[src/rtl/twi_pkg.sv]
// Package: shared constants and the transfer state type for the two-wire
// slave front end. Assumes byte-wide transfers on the bus.
package twi_pkg;
    localparam int BYTE_W   = 8;
    localparam int CNT_W    = $clog2(BYTE_W + 1);
    localparam int STRAP_W  = 3;
    localparam logic [3:0] SEL_PREFIX = 4'b1010;

    typedef enum logic [2:0] {
        ST_IDLE,   // ignoring the bus until a start
        ST_SEL,    // shifting in the select byte
        ST_SACK,   // ninth pulse after a matched select
        ST_RX,     // shifting in a data byte
        ST_RACK,   // ninth pulse after a received data byte
        ST_TX,     // shifting out a data byte
        ST_MACK    // ninth pulse, master acknowledge of a sent byte
    } twi_state_t;
endpackage

[src/rtl/twi_line_mon.sv]
// Line monitor: registers the synchronised SCL and SDA levels and derives
// SCL edges plus start and stop events from two successive samples.
// Assumes inputs are already free of metastability; idle bus reads high.
module twi_line_mon (
    input  logic clk,
    input  logic rst_n,
    input  logic scl_in,
    input  logic sda_in,
    output logic sda_bit,
    output logic scl_rise,
    output logic scl_fall,
    output logic start_seen,
    output logic stop_seen
);
    logic scl_q, sda_q, scl_p, sda_p;

    // Two-deep sample history of both lines, reset to the idle-high level.
    always_ff @(posedge clk) begin
        if (!rst_n) begin
            scl_q <= 1'b1;
            sda_q <= 1'b1;
            scl_p <= 1'b1;
            sda_p <= 1'b1;
        end else begin
            scl_q <= scl_in;
            sda_q <= sda_in;
            scl_p <= scl_q;
            sda_p <= sda_q;
        end
    end

    // Edge and condition decode from the current and previous samples.
    always_comb begin
        sda_bit    = sda_q;
        scl_rise   = scl_q & ~scl_p;
        scl_fall   = ~scl_q & scl_p;
        start_seen = scl_q & scl_p & sda_p & ~sda_q;
        stop_seen  = scl_q & scl_p & ~sda_p & sda_q;
    end
endmodule

[src/rtl/twi_sel_match.sv]
// Select matcher: compares a received select byte with the fixed prefix and
// the effective strap bits. Unwired strap bits take a parameterised tie value.
// Assumes the byte is stable when the engine consumes the result.
module twi_sel_match
    import twi_pkg::*;
#(
    parameter logic [STRAP_W-1:0] STRAP_WIRED = '1,
    parameter logic [STRAP_W-1:0] STRAP_TIE   = '0
) (
    input  logic [STRAP_W-1:0] strap,
    input  logic [BYTE_W-1:0]  sel_byte,
    input  logic               busy,
    output logic               sel_hit,
    output logic               sel_rd
);
    logic [STRAP_W-1:0] strap_eff;

    // Per-bit choice between the strap pin and its tie value.
    for (genvar i = 0; i < STRAP_W; i++) begin : g_strap
        if (STRAP_WIRED[i]) begin : g_pin
            assign strap_eff[i] = strap[i];
        end else begin : g_tie
            assign strap_eff[i] = STRAP_TIE[i];
        end
    end

    // Match result: prefix, straps, and not busy.
    always_comb begin
        sel_rd  = sel_byte[0];
        sel_hit = (sel_byte[BYTE_W-1 -: 4] == SEL_PREFIX)
                & (sel_byte[STRAP_W:1] == strap_eff)
                & ~busy;
    end
endmodule

[src/rtl/twi_byte_engine.sv]
// Byte engine: the transfer state machine. It shifts bits in on SCL rises,
// drives the pull-down on SCL falls, acknowledges, and strobes the command
// engine. Assumes clean edge and condition pulses from the line monitor.
module twi_byte_engine
    import twi_pkg::*;
(
    input  logic              clk,
    input  logic              rst_n,
    input  logic              sda_bit,
    input  logic              scl_rise,
    input  logic              scl_fall,
    input  logic              start_seen,
    input  logic              stop_seen,
    input  logic              sel_hit,
    input  logic              sel_rd,
    input  logic [BYTE_W-1:0] tx_byte,
    output logic [BYTE_W-1:0] shreg,
    output logic              sda_pull,
    output logic [BYTE_W-1:0] rx_byte,
    output logic              rx_valid,
    output logic              rx_first,
    output logic              tx_req,
    output logic              ack_valid,
    output logic              master_ack,
    output logic              start_det,
    output logic              stop_det
);
    localparam logic [CNT_W-1:0] FULL = CNT_W'(BYTE_W);

    twi_state_t        state;
    logic [CNT_W-1:0]  cnt;
    logic [BYTE_W-1:0] txsh;
    logic              rd_mode;
    logic              first_pend;
    logic              mack_q;

    // Transfer sequencing; start outranks stop, which outranks bit events.
    always_ff @(posedge clk) begin
        if (!rst_n) begin
            state      <= ST_IDLE;
            cnt        <= '0;
            shreg      <= '0;
            txsh       <= '0;
            rd_mode    <= 1'b0;
            first_pend <= 1'b0;
            mack_q     <= 1'b0;
            sda_pull   <= 1'b0;
            rx_byte    <= '0;
            rx_valid   <= 1'b0;
            rx_first   <= 1'b0;
            tx_req     <= 1'b0;
            ack_valid  <= 1'b0;
            master_ack <= 1'b0;
            start_det  <= 1'b0;
            stop_det   <= 1'b0;
        end else begin
            rx_valid  <= 1'b0;
            rx_first  <= 1'b0;
            tx_req    <= 1'b0;
            ack_valid <= 1'b0;
            start_det <= 1'b0;
            stop_det  <= 1'b0;
            if (start_seen) begin
                start_det  <= 1'b1;
                state      <= ST_SEL;
                cnt        <= '0;
                sda_pull   <= 1'b0;
                first_pend <= 1'b0;
            end else if (stop_seen) begin
                stop_det   <= 1'b1;
                state      <= ST_IDLE;
                sda_pull   <= 1'b0;
                first_pend <= 1'b0;
            end else begin
                unique case (state)
                    ST_SEL, ST_RX: begin
                        if (scl_rise && cnt != FULL) begin
                            shreg <= {shreg[BYTE_W-2:0], sda_bit};
                            cnt   <= cnt + 1'b1;
                        end else if (scl_fall && cnt == FULL) begin
                            if (state == ST_SEL) begin
                                if (sel_hit) begin
                                    sda_pull   <= 1'b1;
                                    rd_mode    <= sel_rd;
                                    first_pend <= ~sel_rd;
                                    state      <= ST_SACK;
                                end else begin
                                    state <= ST_IDLE;
                                end
                            end else begin
                                rx_byte    <= shreg;
                                rx_valid   <= 1'b1;
                                rx_first   <= first_pend;
                                first_pend <= 1'b0;
                                sda_pull   <= 1'b1;
                                state      <= ST_RACK;
                            end
                        end
                    end
                    ST_SACK: begin
                        if (scl_rise && rd_mode) begin
                            tx_req <= 1'b1;
                        end else if (scl_fall) begin
                            cnt <= '0;
                            if (rd_mode) begin
                                txsh     <= tx_byte;
                                sda_pull <= ~tx_byte[BYTE_W-1];
                                state    <= ST_TX;
                            end else begin
                                sda_pull <= 1'b0;
                                state    <= ST_RX;
                            end
                        end
                    end
                    ST_RACK: begin
                        if (scl_fall) begin
                            sda_pull <= 1'b0;
                            cnt      <= '0;
                            state    <= ST_RX;
                        end
                    end
                    ST_TX: begin
                        if (scl_rise) begin
                            cnt <= cnt + 1'b1;
                        end else if (scl_fall) begin
                            if (cnt == FULL) begin
                                sda_pull <= 1'b0;
                                state    <= ST_MACK;
                            end else begin
                                txsh     <= {txsh[BYTE_W-2:0], 1'b0};
                                sda_pull <= ~txsh[BYTE_W-2];
                            end
                        end
                    end
                    ST_MACK: begin
                        if (scl_rise) begin
                            ack_valid  <= 1'b1;
                            master_ack <= ~sda_bit;
                            mack_q     <= ~sda_bit;
                            tx_req     <= ~sda_bit;
                        end else if (scl_fall) begin
                            cnt <= '0;
                            if (mack_q) begin
                                txsh     <= tx_byte;
                                sda_pull <= ~tx_byte[BYTE_W-1];
                                state    <= ST_TX;
                            end else begin
                                state <= ST_IDLE;
                            end
                        end
                    end
                    default: ;
                endcase
            end
        end
    end
endmodule

[src/rtl/twi_slave_front.sv]
// Top: two-wire slave front end. Connects the line monitor, the select
// matcher and the byte engine. Assumes SCL and SDA are synchronised to clk
// and that each SCL level lasts several clk cycles.
module twi_slave_front
    import twi_pkg::*;
#(
    parameter logic [STRAP_W-1:0] STRAP_WIRED = '1,
    parameter logic [STRAP_W-1:0] STRAP_TIE   = '0
) (
    input  logic               clk,
    input  logic               rst_n,
    input  logic               scl_in,
    input  logic               sda_in,
    input  logic [STRAP_W-1:0] strap,
    input  logic               busy,
    input  logic [BYTE_W-1:0]  tx_byte,
    output logic               sda_pull,
    output logic [BYTE_W-1:0]  rx_byte,
    output logic               rx_valid,
    output logic               rx_first,
    output logic               tx_req,
    output logic               ack_valid,
    output logic               master_ack,
    output logic               start_det,
    output logic               stop_det
);
    logic              sda_bit, scl_rise, scl_fall, start_seen, stop_seen;
    logic              sel_hit, sel_rd;
    logic [BYTE_W-1:0] shreg;

    twi_line_mon u_mon (
        .clk        (clk),
        .rst_n      (rst_n),
        .scl_in     (scl_in),
        .sda_in     (sda_in),
        .sda_bit    (sda_bit),
        .scl_rise   (scl_rise),
        .scl_fall   (scl_fall),
        .start_seen (start_seen),
        .stop_seen  (stop_seen)
    );

    twi_sel_match #(
        .STRAP_WIRED (STRAP_WIRED),
        .STRAP_TIE   (STRAP_TIE)
    ) u_match (
        .strap    (strap),
        .sel_byte (shreg),
        .busy     (busy),
        .sel_hit  (sel_hit),
        .sel_rd   (sel_rd)
    );

    twi_byte_engine u_eng (
        .clk        (clk),
        .rst_n      (rst_n),
        .sda_bit    (sda_bit),
        .scl_rise   (scl_rise),
        .scl_fall   (scl_fall),
        .start_seen (start_seen),
        .stop_seen  (stop_seen),
        .sel_hit    (sel_hit),
        .sel_rd     (sel_rd),
        .tx_byte    (tx_byte),
        .shreg      (shreg),
        .sda_pull   (sda_pull),
        .rx_byte    (rx_byte),
        .rx_valid   (rx_valid),
        .rx_first   (rx_first),
        .tx_req     (tx_req),
        .ack_valid  (ack_valid),
        .master_ack (master_ack),
        .start_det  (start_det),
        .stop_det   (stop_det)
    );
endmodule

[config.mk]
export PLATFORM = sky130hd
export DESIGN_NAME = twi_slave_front
export DESIGN_NICKNAME = d
export VERILOG_FILES = /design/src/rtl/twi_pkg.sv /design/src/rtl/twi_line_mon.sv /design/src/rtl/twi_sel_match.sv /design/src/rtl/twi_byte_engine.sv /design/src/rtl/twi_slave_front.sv
export SDC_FILE = /design/constraint.sdc
export NUM_CORES = 1
export LEC_CHECK = 0
export BUFFER_PORTS_ARGS = -buffer_cell sky130_fd_sc_hd__buf_2
export CORE_ASPECT_RATIO = 0.7
export CORE_MARGIN = 5
export CORE_UTILIZATION = 63
export CTS_BUF_LIST = sky130_fd_sc_hd__clkbuf_8
export CTS_CLUSTER_SIZE = 10
export DETAILED_ROUTE_END_ITERATION = 12
export HOLD_SLACK_MARGIN = 0.12
export PLACE_DENSITY = 0.87
export SYNTH_ARGS = -nofsm -noshare
export SYNTH_HDL_FRONTEND = slang
export SYNTH_SLANG_ARGS = --single-unit
[constraint.sdc]
create_clock -name clk -period 3.5 [get_ports clk]
set_input_delay 0.7 -clock clk [delete_from_list [all_inputs] [get_ports clk]]
set_output_delay 0.7 -clock clk [all_outputs]
set_load 0.05 [all_outputs]
[Word-level counts from Yosys, hierarchy flattened]
Index checks and enable logic that the tools add are counted.
Cells by class
  multiply operators: 0
  multiplexer cells: 57
  equality and inequality tests: 37
  div/mod/pow operators: 0
  magnitude comparators: 0
  reduce and logical (&&, ||, !) cells: 22
  $add $sub $neg: 1
  shifts and indexed selects: 0
  bitwise gates (word level): 25
Operators by type and width (count)
  2-to-1 mux 7 bit: 9
  2-to-1 mux 3 bit: 13
  2-to-1 mux 1 bit: 24
  != test 4 x 3 -> 1 bit, second input constant: 6
  AND reduction 12 bit: 2
  AND reduction 11 bit: 2
  case mux 7 bit (3 select lines): 1
  2-to-1 mux 4 bit: 5
  != test 2 x 1 -> 1 bit, second input constant: 10
  != test 4 bit, second input constant: 5
  case mux 4 bit (5 select lines): 1
  inverter 1 bit: 16
  case mux 3 bit (5 select lines): 1
  != test 2 bit, second input constant: 6
  AND reduction 4 bit: 3
  AND reduction 6 bit: 2
  AND 1 bit: 9
  equality test 3 bit, second input constant: 3
  equality test 4 bit, second input constant: 2
  AND reduction 7 bit: 1
  nonzero test 7 bit: 1
  OR reduction 7 bit: 1
  equality test 3 x 2 -> 1 bit, second input constant: 2
  OR reduction 6 bit: 1
  13 further kinds: 16
Word-level totals
  register bits after elaboration: 44
  logic and storage cells: 162
  ROM bits: 0
  bits in latches: 0
  memories: 0
  memory bits (writable): 0

[Longest topological paths before layout]
  depth in word-level cells: 10
  mapped depth: 8

[Cells and area by module]
Synthesis repeated with hierarchy kept, for this count alone.
Second synthesis, totals
  cells, all modules: 239
  area, all modules: 2118.3 um^2
Modules (own cells, without submodules)
  twi_byte_engine: seq. area each 800.8 um^2, area an instance 1915.6 um^2, cells an instance 220, times used 1
  twi_line_mon: seq. area each 80.1 um^2, area an instance 137.6 um^2, cells an instance 12, times used 1
  twi_sel_match: seq. area each 0.0 um^2, area an instance 65.1 um^2, cells an instance 7, times used 1

[Least setup slack after synthesis]
No wires, ideal clock.
  kind: input to register
  from: input strap[1]
  to: register u_eng.sda_pull
  path slack: 1.587 ns
  setup time: 0.074 ns
  arrival: 1.839 ns
  stages on the path: 5
  path through: xor2_1 nor3_1 a2111oi_0 or4_1 o21ai_0
On the way
  longest elaborated chain between the ends: 5
Ends and longest elaborated chain
  start: declaration: line twi_slave_front.sv:14  | input logic [STRAP_W-1:0] strap,
  equality test 3 bit: line twi_sel_match.sv:31  | & (sel_byte[STRAP_W:1] == strap_eff)
  AND 1 bit: line twi_sel_match.sv:31
  AND 1 bit: line twi_sel_match.sv:32  | & ~busy;
  != test 3 bit (no line)
  AND reduction 12 bit (no line)
  end signal: assignment: line twi_byte_engine.sv:107  | sda_pull <= ~tx_byte[BYTE_W-1];
  end signal: assignment: line twi_byte_engine.sv:131  | sda_pull <= ~txsh[BYTE_W-2];
  end signal: assignment: line twi_byte_engine.sv:145  | sda_pull <= ~tx_byte[BYTE_W-1];
  end: declaration: line twi_byte_engine.sv:18  | output logic sda_pull,
Every way passes these cells.
A chain may end at the register's enable or synchronous reset.

[Worst setup path in the final report]
  from: register u_eng.state[2]
  to: register u_eng.txsh[1]
On the way
  longest elaborated chain between the ends: 3
Ends and longest elaborated chain
  start: declaration: line twi_byte_engine.sv:30  | twi_state_t state;
  start signal: assignment: line twi_byte_engine.sv:40  | state <= ST_IDLE;
  start signal: assignment: line twi_byte_engine.sv:65  | state <= ST_SEL;
  start signal: assignment: line twi_byte_engine.sv:71  | state <= ST_IDLE;
  equality test 3 bit / equality test 3 x 2 -> 1 bit (equally long branches): line twi_byte_engine.sv:75  | unique case (state)
  != test 2 bit (no line) (tied with other cells)
  AND reduction 12 bit (no line)
  end signal: assignment: line twi_byte_engine.sv:106  | txsh <= tx_byte;
  end signal: assignment: line twi_byte_engine.sv:130  | txsh <= {txsh[BYTE_W-2:0], 1'b0};
  end signal: assignment: line twi_byte_engine.sv:144  | txsh <= tx_byte;
  end: declaration: line twi_byte_engine.sv:32  | logic [BYTE_W-1:0] txsh;
Several ways; a longest one is shown, not always the timed one.

==> results.tsv <==
metric	value	unit
CTS tree	done	
die width	79.16	um
depth of the most critical reg-to-reg path	5	
# setup viols final	0	
Crit path buffers/inverters	0	
area leader, netlist	dfxtp_1	
die area	4624	sq um
Synth Instances	248	
main combinational cell family by area after synthesis	simple AND/OR/NAND/NOR gates	
ranking of synthesized cells by area	dfxtp_1 42%, nor2_1 6.2%, mux2i_1 4.7%	
Port Buf Inserts	31	
Layout Area Growth over Synthesis	10.68	%
Synth Area in Compound Gates	18.51	%
post-CTS sizing	0	
Synth Area in Adders	1.186	%
status	completed	
EDFF count, synth	0	
Max Slew Vio Count	0	
Post-Syn Area	2110	sq um
top-area cell type share of the netlist area	41.76	%
antenna violations before repair	0	
proportion of layout cells with a drive suffix above 1	17.04	%
unrepaired setup endpoints after global routing	false	
final non-filler cell total	308	
Clk pin slew, worst setup/hold paths	0.08	ns
Routed Antenna Nets	0	
r2r endpoint	u_eng.txsh[1]	
period utilization	77.50	%
HPWL after DPL	3327	um
r2r setup slk	0.79	ns
worst slew pin tran	0.8365	ns
post-synthesis mux area share	5.279	%
max_cap viols	0	
Filler Cells Inserted	253	
Distinct cells, synth	49	
clock sinks	44	
Min Clock Period, post-route	2.713	ns
DRT Pass-1 Iters	4	
most frequent cell after synthesis	dfxtp_1	
CTS buffer count	5	
worst skew pair latency	0.29	ns
Yosys reg bits	44	
total grt overflow	0	
worst rel slew slack	44.16	%
commonest cells in the synthesized netlist	44 x dfxtp_1, 35 x nor2_1, 23 x nand2_1, 19 x nand3_1, 15 x a21oi_1	
Crit. End Element	register	
worst endpoint required time	3.71	ns
I/O pin total	32	
initial core utilization	66.12	%
Worst EP arrival	2.92	ns
async set-reset flop share out of synthesis	0	%
HP Class	register to register	
drt wl/cell	15.74	um
NumNets Final	289	
initial detailed-routing violation count	276	
Core Region	3191	sq um
height of the die	58.42	um
syn_nets	266	
slowest CP cell	dfxtp_1	
Fmax	368.7	MHz
register area	880.8	sq um
Worst path top cell family by delay	compound AO/OA/AOI/OAI gates	
largest net degree at the start of global routing	29	
global-route wire length before repair	8004	um
footprint of the multi-input gates	1130	sq um
skew final	0.006090	ns
Ys Warns	0	
DP Cell Count	302	
crit path max fanout	26	
Setup TNS Final	0	ns
routed wire length	4847	um
Max IR drop VDD	0.0003049	V
Top FF cell, synth	dfxtp_1	
Ant. Diodes	0	
total leakage power	0.9518	nW
GRT Total Usage	22.08	%
critical path depth	5	
crit path launch	u_eng.state[2]	
Post-Synth Simple-Gate Area	26.93	%
Vias/cell	6.133	
syn avg cell area	8.506	sq um
CTS Buffer Depth	2	
CP Launch Type	register	
max incr delay on CP	0.87	ns
Pwr Density	394.8	nW/um^2
vias in the first global route	1618	
via count	1889	
hold_buf cts	0	
GPL Wtd Cong	0.9058	
DRC Markers	0	
H-tree levels	2	
reg2reg start	u_eng.state[2]	
CTS root buffer	clkbuf_8	
Hold Vio Cnt, Final	0	
XOR/XNOR share of the synthesized area	1.661	%
worst path cell trace	nand3b_1, o32a_1, a211oi_4, nor2_1, a311oi_2	
Worst Setup Path Type	register to register	
register area share after synthesis	41.76	%
worst setup path end	u_eng.txsh[1]	
FP Rows	17	
Setup Fix Bufs, Post-CTS	0	
tightest hold or removal path, cell delays in order (launching register included):
cell     delay, ns
dfxtp_1       0.31
nand2_1       0.05
a21oi_1       0.05
per-stage QoR:
stage	power (mW)	setup WS (ns)	util, %	hold slack, ns	instance area [sq um]
2_1_floorplan	0.5537	1.587	-	0.4296	2110
3_3_place_gp	0.5667	1.039	70.08	0.4387	2236
3_5_place_dp	0.5678	0.8447	70.08	0.4434	2236
4_1_cts	0.9217	0.8203	73.18	0.4540	2335
5_1_grt	0.9561	0.5989	73.18	0.4833	2335
6_report	0.9217	0.7874	73.18	0.4545	2335
registers in the layout, summed over array words and instances (netlist names):
| signal | count |
|---|---|
| u_mon.sda_p | 1 |
| u_eng.state | 3 |
| u_eng.first_pend | 1 |
| u_eng.rx_byte | 8 |
| u_eng.rx_first | 1 |
| u_eng.ack_valid | 1 |
| u_eng.txsh | 7 |
| u_eng.sda_pull | 1 |
| u_eng.master_ack | 1 |
| u_eng.cnt | 4 |
| u_mon.sda_bit | 1 |
| u_eng.shreg | 8 |
| u_eng.start_det | 1 |
| u_eng.rx_valid | 1 |
| u_mon.scl_p | 1 |
| u_mon.scl_q | 1 |
| u_eng.rd_mode | 1 |
| u_eng.tx_req | 1 |
| u_eng.stop_det | 1 |
power breakdown:
| group | switching [mW] | total [mW] | internal (mW) |
|---|---|---|---|
| clock | 0.160 | 0.365 | 0.205 |
| sequential | 0.00581 | 0.509 | 0.503 |
| combinational | 0.0308 | 0.0480 | 0.0172 |
logic make-up after synthesis:
family | Yosys count
buf+inv | 20
fa+ha+maj | 2
simple gates | 114
flops | 44
mux | 11
xor+xnor | 4
compound gates | 53
area by class of cell:
type,instances,area share (%)
tap,38,2.036
clock buffer,5,2.947
inverter,4,0.6431
multi-input combinational,184,48.39
clock inverter,1,1.286
timing repair buffer,32,6.967
sequential,44,37.73
metal layers:
metal | track usage (%) | up-vias | routed length [um]
met5 | 0 | - | 0
met3 | 5.199 | 15 | 399
met2 | 32.73 | 80 | 2123
met4 | 8.824 | 0 | 102
li1 | - | 923 | -
met1 | 31.13 | 871 | 2221
how the worst min path moves through the flow:
stage	startpoint	endpoint	cells past startpoint	slack [ns]
2_1_floorplan	u_eng.first_pend	u_eng.rx_first	1	0.43
3_3_place_gp	u_eng.first_pend	u_eng.rx_first	1	0.44
6_report	u_eng.rx_byte[3]	u_eng.rx_byte[3]	2	0.45
5_1_grt	u_eng.rx_byte[4]	u_eng.rx_byte[4]	2	0.48
3_5_place_dp	u_eng.rx_byte[1]	u_eng.rx_byte[1]	2	0.44
4_1_cts	u_eng.rx_byte[1]	u_eng.rx_byte[1]	2	0.45
cell usage in the layout, fill, tap and decap left out, drive strengths merged, types with 4 or more instances in the layout:
| master | netlist | layout |
|---|---|---|
| dfxtp | 44 | 44 |
| nor2 | 35 | 35 |
| buf | 4 | 32 |
| nand2 | 23 | 23 |
| nand3 | 19 | 19 |
| a21oi | 15 | 15 |
| o21ai | 11 | 11 |
| mux2i | 10 | 10 |
| nand2b | 9 | 9 |
| nor2b | 7 | 7 |
| a311oi | 6 | 6 |
| nand3b | 5 | 5 |
| clkbuf | 12 | 5 |
| nor3 | 4 | 4 |
| inv | 4 | 4 |
Power figures use the tool's default switching activity.
